--- src/rtl/dps_pkg.sv ---
package dps_pkg;
    localparam int BYTE_W = 8;
    localparam int ADDR_W = 5;

    typedef enum logic [1:0] {
        PORT_NONE = 2'd0,
        PORT_CFG  = 2'd1,
        PORT_DAT  = 2'd2
    } port_e;

    typedef enum logic {
        PH_CMD  = 1'b0,
        PH_DATA = 1'b1
    } phase_e;

    typedef struct packed {
        logic              wr;
        logic [1:0]        spare;
        logic [ADDR_W-1:0] addr;
    } cmd_t;

    // configuration select has priority over the data select
    function automatic port_e pick_port(logic cfg_n, logic dat_n);
        if (!cfg_n) return PORT_CFG;
        if (!dat_n) return PORT_DAT;
        return PORT_NONE;
    endfunction

    function automatic logic [BYTE_W-1:0] reg_default(int unsigned idx);
        return BYTE_W'(idx * 17);
    endfunction
endpackage

--- src/rtl/dps_sync.sv ---
module dps_sync #(
    parameter int             W       = 4,
    parameter logic [W-1:0]   RST_VAL = '0
) (
    input  logic         clk,
    input  logic         rst,
    input  logic [W-1:0] async_i,
    output logic [W-1:0] sync_o
);
    for (genvar g = 0; g < W; g++) begin : g_bit
        logic [1:0] stage;
        always_ff @(posedge clk) begin
            if (rst) stage <= {2{RST_VAL[g]}};
            else     stage <= {stage[0], async_i[g]};
        end
        assign sync_o[g] = stage[1];
    end
endmodule

--- src/rtl/dps_shifter.sv ---
module dps_shifter
    import dps_pkg::*;
(
    input  logic              clk,
    input  logic              rst,
    input  port_e             port_now,
    input  logic              sck_s,
    input  logic              mosi_s,
    input  logic [BYTE_W-1:0] load_val,
    output port_e             port_q,
    output logic              sel_change,
    output logic              sck_fall,
    output logic              load_stb,
    output logic              first_bit,
    output logic              byte_done,
    output logic [BYTE_W-1:0] rx_byte,
    output logic              miso
);
    localparam int CNT_W = $clog2(BYTE_W);

    logic              sck_d;
    logic              sck_rise;
    logic              active;
    logic              step;
    logic [CNT_W-1:0]  cnt;
    logic [BYTE_W-1:0] rx_sh;
    logic [BYTE_W-1:0] tx_sh;

    assign sck_rise   = sck_s & ~sck_d;
    assign sck_fall   = ~sck_s & sck_d;
    assign sel_change = (port_now != port_q);
    assign active     = (port_now != PORT_NONE);
    assign step       = sck_rise && active && !sel_change;
    assign first_bit  = step && (cnt == '0);
    assign byte_done  = step && (cnt == CNT_W'(BYTE_W - 1));
    assign load_stb   = active && (sel_change || (sck_fall && cnt == '0));
    assign rx_byte    = {rx_sh[BYTE_W-2:0], mosi_s};
    assign miso       = tx_sh[BYTE_W-1];

    always_ff @(posedge clk) begin
        if (rst) begin
            sck_d  <= 1'b0;
            port_q <= PORT_NONE;
            cnt    <= '0;
            rx_sh  <= '0;
            tx_sh  <= '0;
        end else begin
            sck_d  <= sck_s;
            port_q <= port_now;
            if (sel_change || !active) cnt <= '0;
            else if (step)             cnt <= cnt + 1'b1;
            if (step) rx_sh <= rx_byte;
            if (load_stb)
                tx_sh <= load_val;
            else if (sck_fall && active && !sel_change)
                tx_sh <= {tx_sh[BYTE_W-2:0], 1'b0};
        end
    end
endmodule

--- src/rtl/dps_fifo.sv ---
module dps_fifo #(
    parameter int DEPTH = 4,
    parameter int W     = 8
) (
    input  logic         clk,
    input  logic         rst,
    input  logic         push,
    input  logic [W-1:0] wdata,
    input  logic         pop,
    output logic [W-1:0] head,
    output logic         full,
    output logic         empty
);
    localparam int AW = (DEPTH > 1) ? $clog2(DEPTH) : 1;

    logic [W-1:0]  mem [DEPTH];
    logic [AW-1:0] wp, rp;
    logic [AW:0]   level;
    logic          do_push, do_pop;

    assign full    = (level == (AW+1)'(DEPTH));
    assign empty   = (level == '0);
    assign do_push = push && !full;
    assign do_pop  = pop && !empty;
    assign head    = mem[rp];

    always_ff @(posedge clk) begin
        if (rst) begin
            wp    <= '0;
            rp    <= '0;
            level <= '0;
        end else begin
            if (do_push) begin
                mem[wp] <= wdata;
                wp      <= (wp == AW'(DEPTH - 1)) ? '0 : wp + 1'b1;
            end
            if (do_pop)
                rp <= (rp == AW'(DEPTH - 1)) ? '0 : rp + 1'b1;
            level <= level + (AW+1)'(do_push) - (AW+1)'(do_pop);
        end
    end
endmodule

--- src/rtl/dps_regfile.sv ---
module dps_regfile
    import dps_pkg::*;
#(
    parameter int NREG = 8
) (
    input  logic              clk,
    input  logic              rst,
    input  logic              wr_en,
    input  logic [ADDR_W-1:0] wr_addr,
    input  logic [BYTE_W-1:0] wr_data,
    input  logic [ADDR_W-1:0] rd_addr,
    input  logic [BYTE_W-1:0] status_val,
    output logic [BYTE_W-1:0] rd_data,
    output logic [NREG*BYTE_W-1:0] regs_flat
);
    logic [BYTE_W-1:0] slot [NREG];

    for (genvar i = 0; i < NREG; i++) begin : g_reg
        if (i == 0) begin : g_status
            assign slot[i] = '0;
        end else begin : g_rw
            always_ff @(posedge clk) begin
                if (rst)
                    slot[i] <= reg_default(i);
                else if (wr_en && wr_addr == ADDR_W'(i))
                    slot[i] <= wr_data;
            end
        end
        assign regs_flat[i*BYTE_W +: BYTE_W] = slot[i];
    end

    always_comb begin
        if (rd_addr == '0)
            rd_data = status_val;
        else if (int'(rd_addr) < NREG)
            rd_data = slot[rd_addr];
        else
            rd_data = '0;
    end
endmodule

--- src/rtl/dual_port_spi_slave.sv ---
module dual_port_spi_slave
    import dps_pkg::*;
#(
    parameter int NREG     = 8,
    parameter int TX_DEPTH = 4,
    parameter int RX_DEPTH = 4
) (
    input  logic                   clk,
    input  logic                   rst,
    input  logic                   sck_i,
    input  logic                   mosi_i,
    input  logic                   cfg_cs_n_i,
    input  logic                   dat_cs_n_i,
    output logic                   miso_o,
    output logic                   miso_oe_o,
    input  logic [7:0]             status_i,
    output logic [NREG*8-1:0]      cfg_regs_o,
    input  logic                   tx_push_i,
    input  logic [7:0]             tx_data_i,
    output logic                   tx_full_o,
    input  logic                   rx_pop_i,
    output logic [7:0]             rx_data_o,
    output logic                   rx_empty_o,
    output logic                   underrun_o
);
    logic [3:0]        pins_s;
    logic              sck_s, mosi_s, cfg_s, dat_s;
    port_e             port_now, port_q;
    logic              sel_change, sck_fall, load_stb, first_bit, byte_done;
    logic [BYTE_W-1:0] rx_byte, load_val, rd_data, tx_head;
    logic              sh_miso, tx_empty;
    phase_e            phase;
    cmd_t              cmd;
    logic              tx_live, underrun;
    logic              wr_en, tx_pop, rx_push;
    logic [ADDR_W-1:0] wr_addr;

    dps_sync #(.W(4), .RST_VAL(4'b0011)) sync_i (
        .clk(clk), .rst(rst),
        .async_i({sck_i, mosi_i, cfg_cs_n_i, dat_cs_n_i}),
        .sync_o(pins_s)
    );
    assign {sck_s, mosi_s, cfg_s, dat_s} = pins_s;
    assign port_now = pick_port(cfg_s, dat_s);

    dps_shifter shift_i (
        .clk(clk), .rst(rst), .port_now(port_now), .sck_s(sck_s),
        .mosi_s(mosi_s), .load_val(load_val), .port_q(port_q),
        .sel_change(sel_change), .sck_fall(sck_fall), .load_stb(load_stb),
        .first_bit(first_bit), .byte_done(byte_done), .rx_byte(rx_byte),
        .miso(sh_miso)
    );

    // configuration protocol and data-port bookkeeping
    always_ff @(posedge clk) begin
        if (rst) begin
            phase    <= PH_CMD;
            cmd      <= '0;
            tx_live  <= 1'b0;
            underrun <= 1'b0;
        end else begin
            if (sel_change)
                phase <= PH_CMD;
            else if (byte_done && port_q == PORT_CFG) begin
                if (phase == PH_CMD) begin
                    cmd   <= cmd_t'(rx_byte);
                    phase <= PH_DATA;
                end else begin
                    phase <= PH_CMD;
                end
            end
            if (load_stb && port_now == PORT_DAT)
                tx_live <= !tx_empty;
            if (first_bit && port_q == PORT_DAT && !tx_live)
                underrun <= 1'b1;
        end
    end

    assign wr_en   = byte_done && port_q == PORT_CFG && phase == PH_DATA && cmd.wr;
    assign wr_addr = cmd.addr;
    assign tx_pop  = first_bit && port_q == PORT_DAT && tx_live;
    assign rx_push = byte_done && port_q == PORT_DAT;

    always_comb begin
        unique case (port_now)
            PORT_CFG: load_val = (phase == PH_DATA && !sel_change) ? rd_data : '0;
            PORT_DAT: load_val = tx_empty ? '0 : tx_head;
            default:  load_val = '0;
        endcase
    end

    dps_regfile #(.NREG(NREG)) regs_i (
        .clk(clk), .rst(rst), .wr_en(wr_en), .wr_addr(wr_addr),
        .wr_data(rx_byte), .rd_addr(cmd.addr),
        .status_val({underrun, status_i[6:0]}),
        .rd_data(rd_data), .regs_flat(cfg_regs_o)
    );

    dps_fifo #(.DEPTH(TX_DEPTH), .W(BYTE_W)) txq_i (
        .clk(clk), .rst(rst), .push(tx_push_i), .wdata(tx_data_i),
        .pop(tx_pop), .head(tx_head), .full(tx_full_o), .empty(tx_empty)
    );

    dps_fifo #(.DEPTH(RX_DEPTH), .W(BYTE_W)) rxq_i (
        .clk(clk), .rst(rst), .push(rx_push), .wdata(rx_byte),
        .pop(rx_pop_i), .head(rx_data_o), .full(), .empty(rx_empty_o)
    );

    assign miso_oe_o  = (port_q != PORT_NONE);
    assign miso_o     = miso_oe_o & sh_miso;
    assign underrun_o = underrun;
endmodule

--- config.mk ---
export PLATFORM = sky130hd
export DESIGN_NAME = dual_port_spi_slave
export DESIGN_NICKNAME = d
export VERILOG_FILES = /design/src/rtl/dps_pkg.sv /design/src/rtl/dps_sync.sv /design/src/rtl/dps_shifter.sv /design/src/rtl/dps_fifo.sv /design/src/rtl/dps_regfile.sv /design/src/rtl/dual_port_spi_slave.sv
export SDC_FILE = /design/constraint.sdc
export NUM_CORES = 1
export LEC_CHECK = 0
export BUFFER_PORTS_ARGS = -buffer_cell sky130_fd_sc_hd__buf_2
export CORE_MARGIN = 2
export CORE_UTILIZATION = 52
export DETAILED_ROUTE_END_ITERATION = 6
export GPL_TIMING_DRIVEN = 0
export PLACE_DENSITY_LB_ADDON = 0.15
export SKIP_LAST_GASP = 1
export SYNTH_ARGS = -nofsm -noshare
export SYNTH_HDL_FRONTEND = slang
export SYNTH_HIERARCHICAL = 1
export SYNTH_SLANG_ARGS = --single-unit
--- constraint.sdc ---
create_clock -name clk -period 2.9 [get_ports clk]
set_input_delay 0.435 -clock clk [delete_from_list [all_inputs] [get_ports clk]]
set_output_delay 0.435 -clock clk [all_outputs]
set_load 0.02 [all_outputs]
Yosys cells after proc, flatten, opt, wreduce, memory -nomap -nowiden. Memory sizes are Yosys's and may differ from the RTL's. A register that Yosys moved wholly into a read port is not among the register bits. Cells that the tools add are included.

Bits in registers: 108. Memory bits (writable): 64. Memories kept: 2.

Memory list: rxq_i.mem (depth 4, width 8, read ports 1, clocked after memory_dff 1, write ports 1, line dps_fifo.sv:16) `logic [W-1:0] mem [DEPTH];`; txq_i.mem (depth 4, width 8, read ports 1, clocked after memory_dff 1, write ports 1, line dps_fifo.sv:16).

Mux-type cells: 31. $add $sub $neg: 9. Reductions and logical operators: 47. Bitwise gates (word level): 8. Eq/ne operators: 19. $lt $le $gt $ge: 2.

Operator list (number): $mux W8 (8); $logic_and A1 B1 Y1 (28); $bmux W8 S3 (1); $mux W2 (12); $eq A5 B3 Y1 const B (4); $pmux W8 S2 (1); $eq A2 B2 Y1 const B (6); $eq A5 B2 Y1 const B (2); $eq A3 B3 Y1 const B (3); $logic_not A3 Y1 (3); $mux W1 (9); $add A2 B1 Y2 const B (4); $logic_not A1 Y1 (7); $add A3 B1 Y3 (2); $ge A6 B4 Y1 const B (1); $not A5 Y6 (1); $reduce_bool A2 Y1 (3); $sub A3 B1 Y3 (2); $eq A5 B1 Y1 const B (1); $logic_not A5 Y1 (1); $lt A5 B4 Y1 const B (1); $eq A2 B1 Y1 const B (2); $not A1 Y1 (4); $reduce_or A2 Y1 (2); 5 further kinds (8).

Logic depth before layout (Yosys ltp).
Word-level depth: 13. Mapped depth: 16. Gate-level depth less buffers: 15.

By module. Netlist, hierarchy kept.

By module, submodules not included: dps_fifo (seq. area each 1141.1 µm², instances 2, cells each 93, area each 1636.6 µm²); dps_regfile (seq. area each 1121.1 µm², instances 1, cells each 285, area each 2901.5 µm²); dps_shifter (seq. area each 420.4 µm², instances 1, cells each 99, area each 935.9 µm²); dual_port_spi_slave (seq. area each 180.2 µm², instances 1, cells each 55, area each 560.5 µm²); dps_sync (seq. area each 160.2 µm², instances 1, cells each 20, area each 240.2 µm²).

Worst setup path before layout. OpenSTA, ideal clock, no wires.

Kind: register -> register. Start: register sync_i.g_bit[1].stage[1]. End: register txq_i.level[2]. Library setup time: 0.130 ns. Cell stages (with the launch flop): 17. Clock period less this slack: 3.107 ns. Setup slack: -0.207 ns. Required time: 2.770 ns. Buffers on the path: 1. Arrival: 2.977 ns. Cells stage by stage: dfxtp_1 -> buf_4 -> inv_1 -> inv_1 -> o32ai_1 -> nand2_2 -> nor3b_1 -> and4b_2 -> o31ai_1 -> inv_1 -> ha_1 -> inv_1 -> ha_1 -> fa_1 -> xnor2_1 -> xnor2_1 -> nor2_1.

Word-level cells in the longest chain between the ends: 9. Elaborated cells between the ends (all ways): 11. Those cells by class: add/sub (1); eq/ne (1); mux (1); reduce/logical (8).

Ends and longest elaborated chain: from (decl) (line dps_sync.sv:11) `logic [1:0] stage;`; from (signal assigned) (line dps_sync.sv:13) `if (rst) stage <= {2{RST_VAL[g]}};`; from (signal assigned) (line dps_sync.sv:14) `else stage <= {stage[0], async_i[g]};`; $mux W2 (*) (line dps_pkg.sv:25) `if (!dat_n) return PORT_DAT;`; net port_now[0] (line dual_port_spi_slave.sv:28) `port_e port_now, port_q;`; $ne A2 B2 Y1 / $reduce_bool A2 Y1 (equally long branches) (line dps_shifter.sv:31, dps_shifter.sv:32); $logic_not A1 Y1 / $logic_and A1 B1 Y1 (equally long branches) (line dps_shifter.sv:33) `assign step = sck_rise && active && !sel_change;`; $logic_and A1 B1 Y1 (*) (line dps_shifter.sv:33); $logic_and A1 B1 Y1 (*) (line dps_shifter.sv:34) `assign first_bit = step && (cnt == '0);`; net first_bit (line dual_port_spi_slave.sv:29) `logic sel_change, sck_fall, load_stb, first_bit, byte_done;`; $logic_and A1 B1 Y1 (*) (2 in a row) (line dual_port_spi_slave.sv:81) `assign tx_pop = first_bit && port_q == PORT_DAT && tx_live;`; net tx_pop (line dual_port_spi_slave.sv:35) `logic wr_en, tx_pop, rx_push;`; $logic_and A1 B1 Y1 (*) (line dps_fifo.sv:24) `assign do_pop = pop && !empty;`; $sub A3 B1 Y3 (*) (line dps_fifo.sv:39) `level <= level + (AW+1)'(do_push) - (AW+1)'(do_pop);`; to (signal assigned) (line dps_fifo.sv:39); to (decl) (line dps_fifo.sv:18) `logic [AW:0] level;`.

Mark *: on every way through the listed nets, which the timed path passes. The rest lies on a longest branch. A chain may end at the register's enable or synchronous reset.

Worst setup path in the final report.
Start: register sync_i.g_bit[1].stage[1]. End: register rxq_i.level[2].

Word-level cells in the longest chain between the ends: 9. Elaborated cells between the ends (all ways): 11. Those cells by class: add/sub (2); eq/ne (1); mux (1); reduce/logical (7).

Ends and longest elaborated chain: $mux W2 (*) (line dps_pkg.sv:25); net port_now[0] (line dual_port_spi_slave.sv:28); $ne A2 B2 Y1 / $reduce_bool A2 Y1 (equally long branches) (line dps_shifter.sv:31, dps_shifter.sv:32); $logic_not A1 Y1 / $logic_and A1 B1 Y1 (equally long branches) (line dps_shifter.sv:33); $logic_and A1 B1 Y1 (*) (line dps_shifter.sv:33); $logic_and A1 B1 Y1 (*) (line dps_shifter.sv:35) `assign byte_done = step && (cnt == CNT_W'(BYTE_W - 1));`; net byte_done (line dual_port_spi_slave.sv:29); $logic_and A1 B1 Y1 (*) (line dual_port_spi_slave.sv:82) `assign rx_push = byte_done && port_q == PORT_DAT;`; net rx_push (line dual_port_spi_slave.sv:35); $logic_and A1 B1 Y1 (*) (line dps_fifo.sv:23) `assign do_push = push && !full;`; $add A3 B1 Y3 (*) (line dps_fifo.sv:39); $sub A3 B1 Y3 (*) (line dps_fifo.sv:39); to (signal assigned) (line dps_fifo.sv:39); to (decl) (line dps_fifo.sv:18).

Marked as above.

==> results.cfg <==
[setup_path]
crit_path_end_kind = register
critPathKind = register to register
cpPeakStageDelay_ps = 380
critPathMaxFanout = 4
rrSetupSlack_ps = 20
path_buf_inv = 4
slowest_stage = fa_2
worst_ep_required_time_ps = 3190
cpLargestDelayFamily = adder cells
path_common_cell = ha_4
critPathLaunchType = register
arrival_ps = 3170
path_cells = inv_8 -> clkinvlp_4 -> o32ai_4 -> buf_4 -> and3_4 -> and3b_2 -> nand2_4 -> ha_4 -> inv_2 -> ha_4 -> fa_2 -> xnor2_2 -> xnor2_1 -> nor2_1

[cts]
cts.sinks = 176
root_buffer = clkbuf_16
clock_path_buffers = 2
worstSkewPairLatency_ps = 440
cts_buffers = 17
holdBufCountCts = 0
cts_tree = yes
htreeDepth = 4
clkTransAtPathRegs_ps = 70

[cells_and_area]
n_antenna_cell = 0
syn2layout_area_growth_pct = 20.6
layout_commonest_cell = dfxtp_1
fin_area_sq_um = 9530
final_cell_mix = 108 x dfxtp_1, 102 x mux2i_1, 97 x buf_2
layout.cells.non_filler = 977
final_nets = 819
fin_util_pct = 63.4
drive_gt1_share_pct = 29.8

[route]
routed.top_layer = met4
wl_met3_microns = 796
drtAntennaViolNets = 0
routed_wl_mm = 18.1
drt_iter0_drc = 390
drc_errors = 0
avgRoutedWirePerCell_microns = 18.5
wl_met1_mm = 8.00
first_pass_iters = 5
vias = 5372
wl_met2_mm = 8.84
via_per_inst = 5.50

[timing]
rsz0062_at_grt = true
finalWorstSetupSlack_ps = 18.9
worst_slew_pin_slew_ps = 1320
period_needed_ps = 2880
slew_viol_final = 0
worst_clock_skew_ps = 16.2
fin_hold_ws_ps = 183
min_period_over_period_pct = 99.3
fmax_mhz = 347
max_slew_margin_pct = 11.5
finalSetupViolCount = 0
hold_violations = 0

[global_routing]
grt.total_usage_pct = 22.4
grt_pass1_vias = 5213
grt_pass1_wl_mm = 27.8
grt.overflow.total = 0
grt_max_degree = 27
antenna_found_initial = 0

[placed_design]
gp_congestion = 0.842
pre_cts_ws_ps = -436
dpl_cell_area_sq_um = 8650
numPortBuffers = 91
dp_hpwl_mm = 12.5
place_inst = 930

[synthesis]
syn_area_sq_um = 7910
synth_cells = 644
avgSynthCellArea_sq_um = 12.3
yosysWarnings = 6

[floorplanning]
die_x_microns = 127
start_util_pct = 52.6
rows = 45
dieArea_sq_um = 16200
ioPinCount = 101
core_sq_um = 15000
die_h_microns = 127

[power_and_ir_drop]
power_frac_comb_pct = 11.9
internal_power_w = 0.00432
leakage_nw = 3.86
peakVddDrop_uv = 467
pwr-share-clk_pct = 41.1
p_per_area_nw_per_um2 = 603
pwr-share-seq_pct = 47.0
p_sw_w = 0.00143
swShare_pct = 24.9

[outcome]
status = complete, no violations

[worst_hold_path]
hold_path_class = input port to register

[run]
max-cap-violations = 0
[worst register-to-register path, stage by stage, from the launching register on]
cell,delay (ps)
dfxtp_4,370
inv_8,80
clkinvlp_4,110
o32ai_4,310
buf_4,160
and3_4,170
and3b_2,230
nand2_4,80
ha_4,270
inv_2,40
ha_4,150
fa_2,380
xnor2_2,200
xnor2_1,140
nor2_1,50
[power groups by stage]
stage | Sequential, W | Combinational [W] | Clock (W)
detailed placement | 0.00275 | 0.000622 | 0
finish | 0.00270 | 0.000681 | 0.00236
global route | 0.00271 | 0.000750 | 0.00250
floorplan | 0.00273 | 0.000469 | 0
global placement | 0.00274 | 0.000596 | 0
CTS | 0.00270 | 0.000638 | 0.00240
[layer usage]
layer	global-route usage, %	vias to the layer above
met5	0	-
met4	8.66	0
met3	4.23	30
met2	37.0	151
met1	29.6	2644
li1	-	2547
[final cells by class]
type / instances / area (sq um)
repair buffers: 108 / 587
well taps: 188 / 235
clock inverters: 14 / 179
clock buffers: 18 / 429
inverters: 18 / 78.8
fillers: 1177 / 5500
flip-flops and latches: 176 / 4170
multi-input cells: 414 / 3600
plain buffers: 41 / 249
[metrics by stage]
step                TNS (ps)  power (W)
floorplan                  0    0.00320
global placement      -10000    0.00333
detailed placement    -10710    0.00337
CTS                    -42.4    0.00574
global route            -239    0.00596
finish                     0    0.00575
[path summary, 6_finish.rpt]
kind | from | endpoint | cells after the start
max | sync_i/g_bit[1].stage[1]$_SDFF_PP1_ | rxq_i/level[2]$_SDFF_PP0_ | 14
min | cfg_cs_n_i | sync_i/g_bit[1].stage[0]$_SDFF_PP1_ | 2
max reg2reg | sync_i/g_bit[1].stage[1]$_SDFF_PP1_ | rxq_i/level[2]$_SDFF_PP0_ | 14
min reg2reg | sync_i/g_bit[1].stage[0]$_SDFF_PP1_ | sync_i/g_bit[1].stage[1]$_SDFF_PP1_ | 1
[registers in the layout, summed over array words and instances (netlist names), named ones only]
signal,count
regs_i/regs_flat,56
phase,1
txq_i/level,3
shift_i/sck_d,1
rxq_i/mem,32
shift_i/tx_sh,8
shift_i/cnt,3
rxq_i/rp,2
txq_i/rp,2
rxq_i/wp,2
cmd,1
shift_i/rx_sh,7
shift_i/port_q,2
txq_i/wp,2
tx_live,1
sync_i/g_bit.stage,8
underrun_o,1
rxq_i/level,3
wr_addr,5
txq_i/mem,32
[repair_timing]
action,4_1_cts,5_1_grt
setup buffers,8,10
endpoints found under the setup margin,36,19
cloned,0,0
pin swaps,7,13
gates resized for setup,24,12
(Power assumes the default switching activity.)
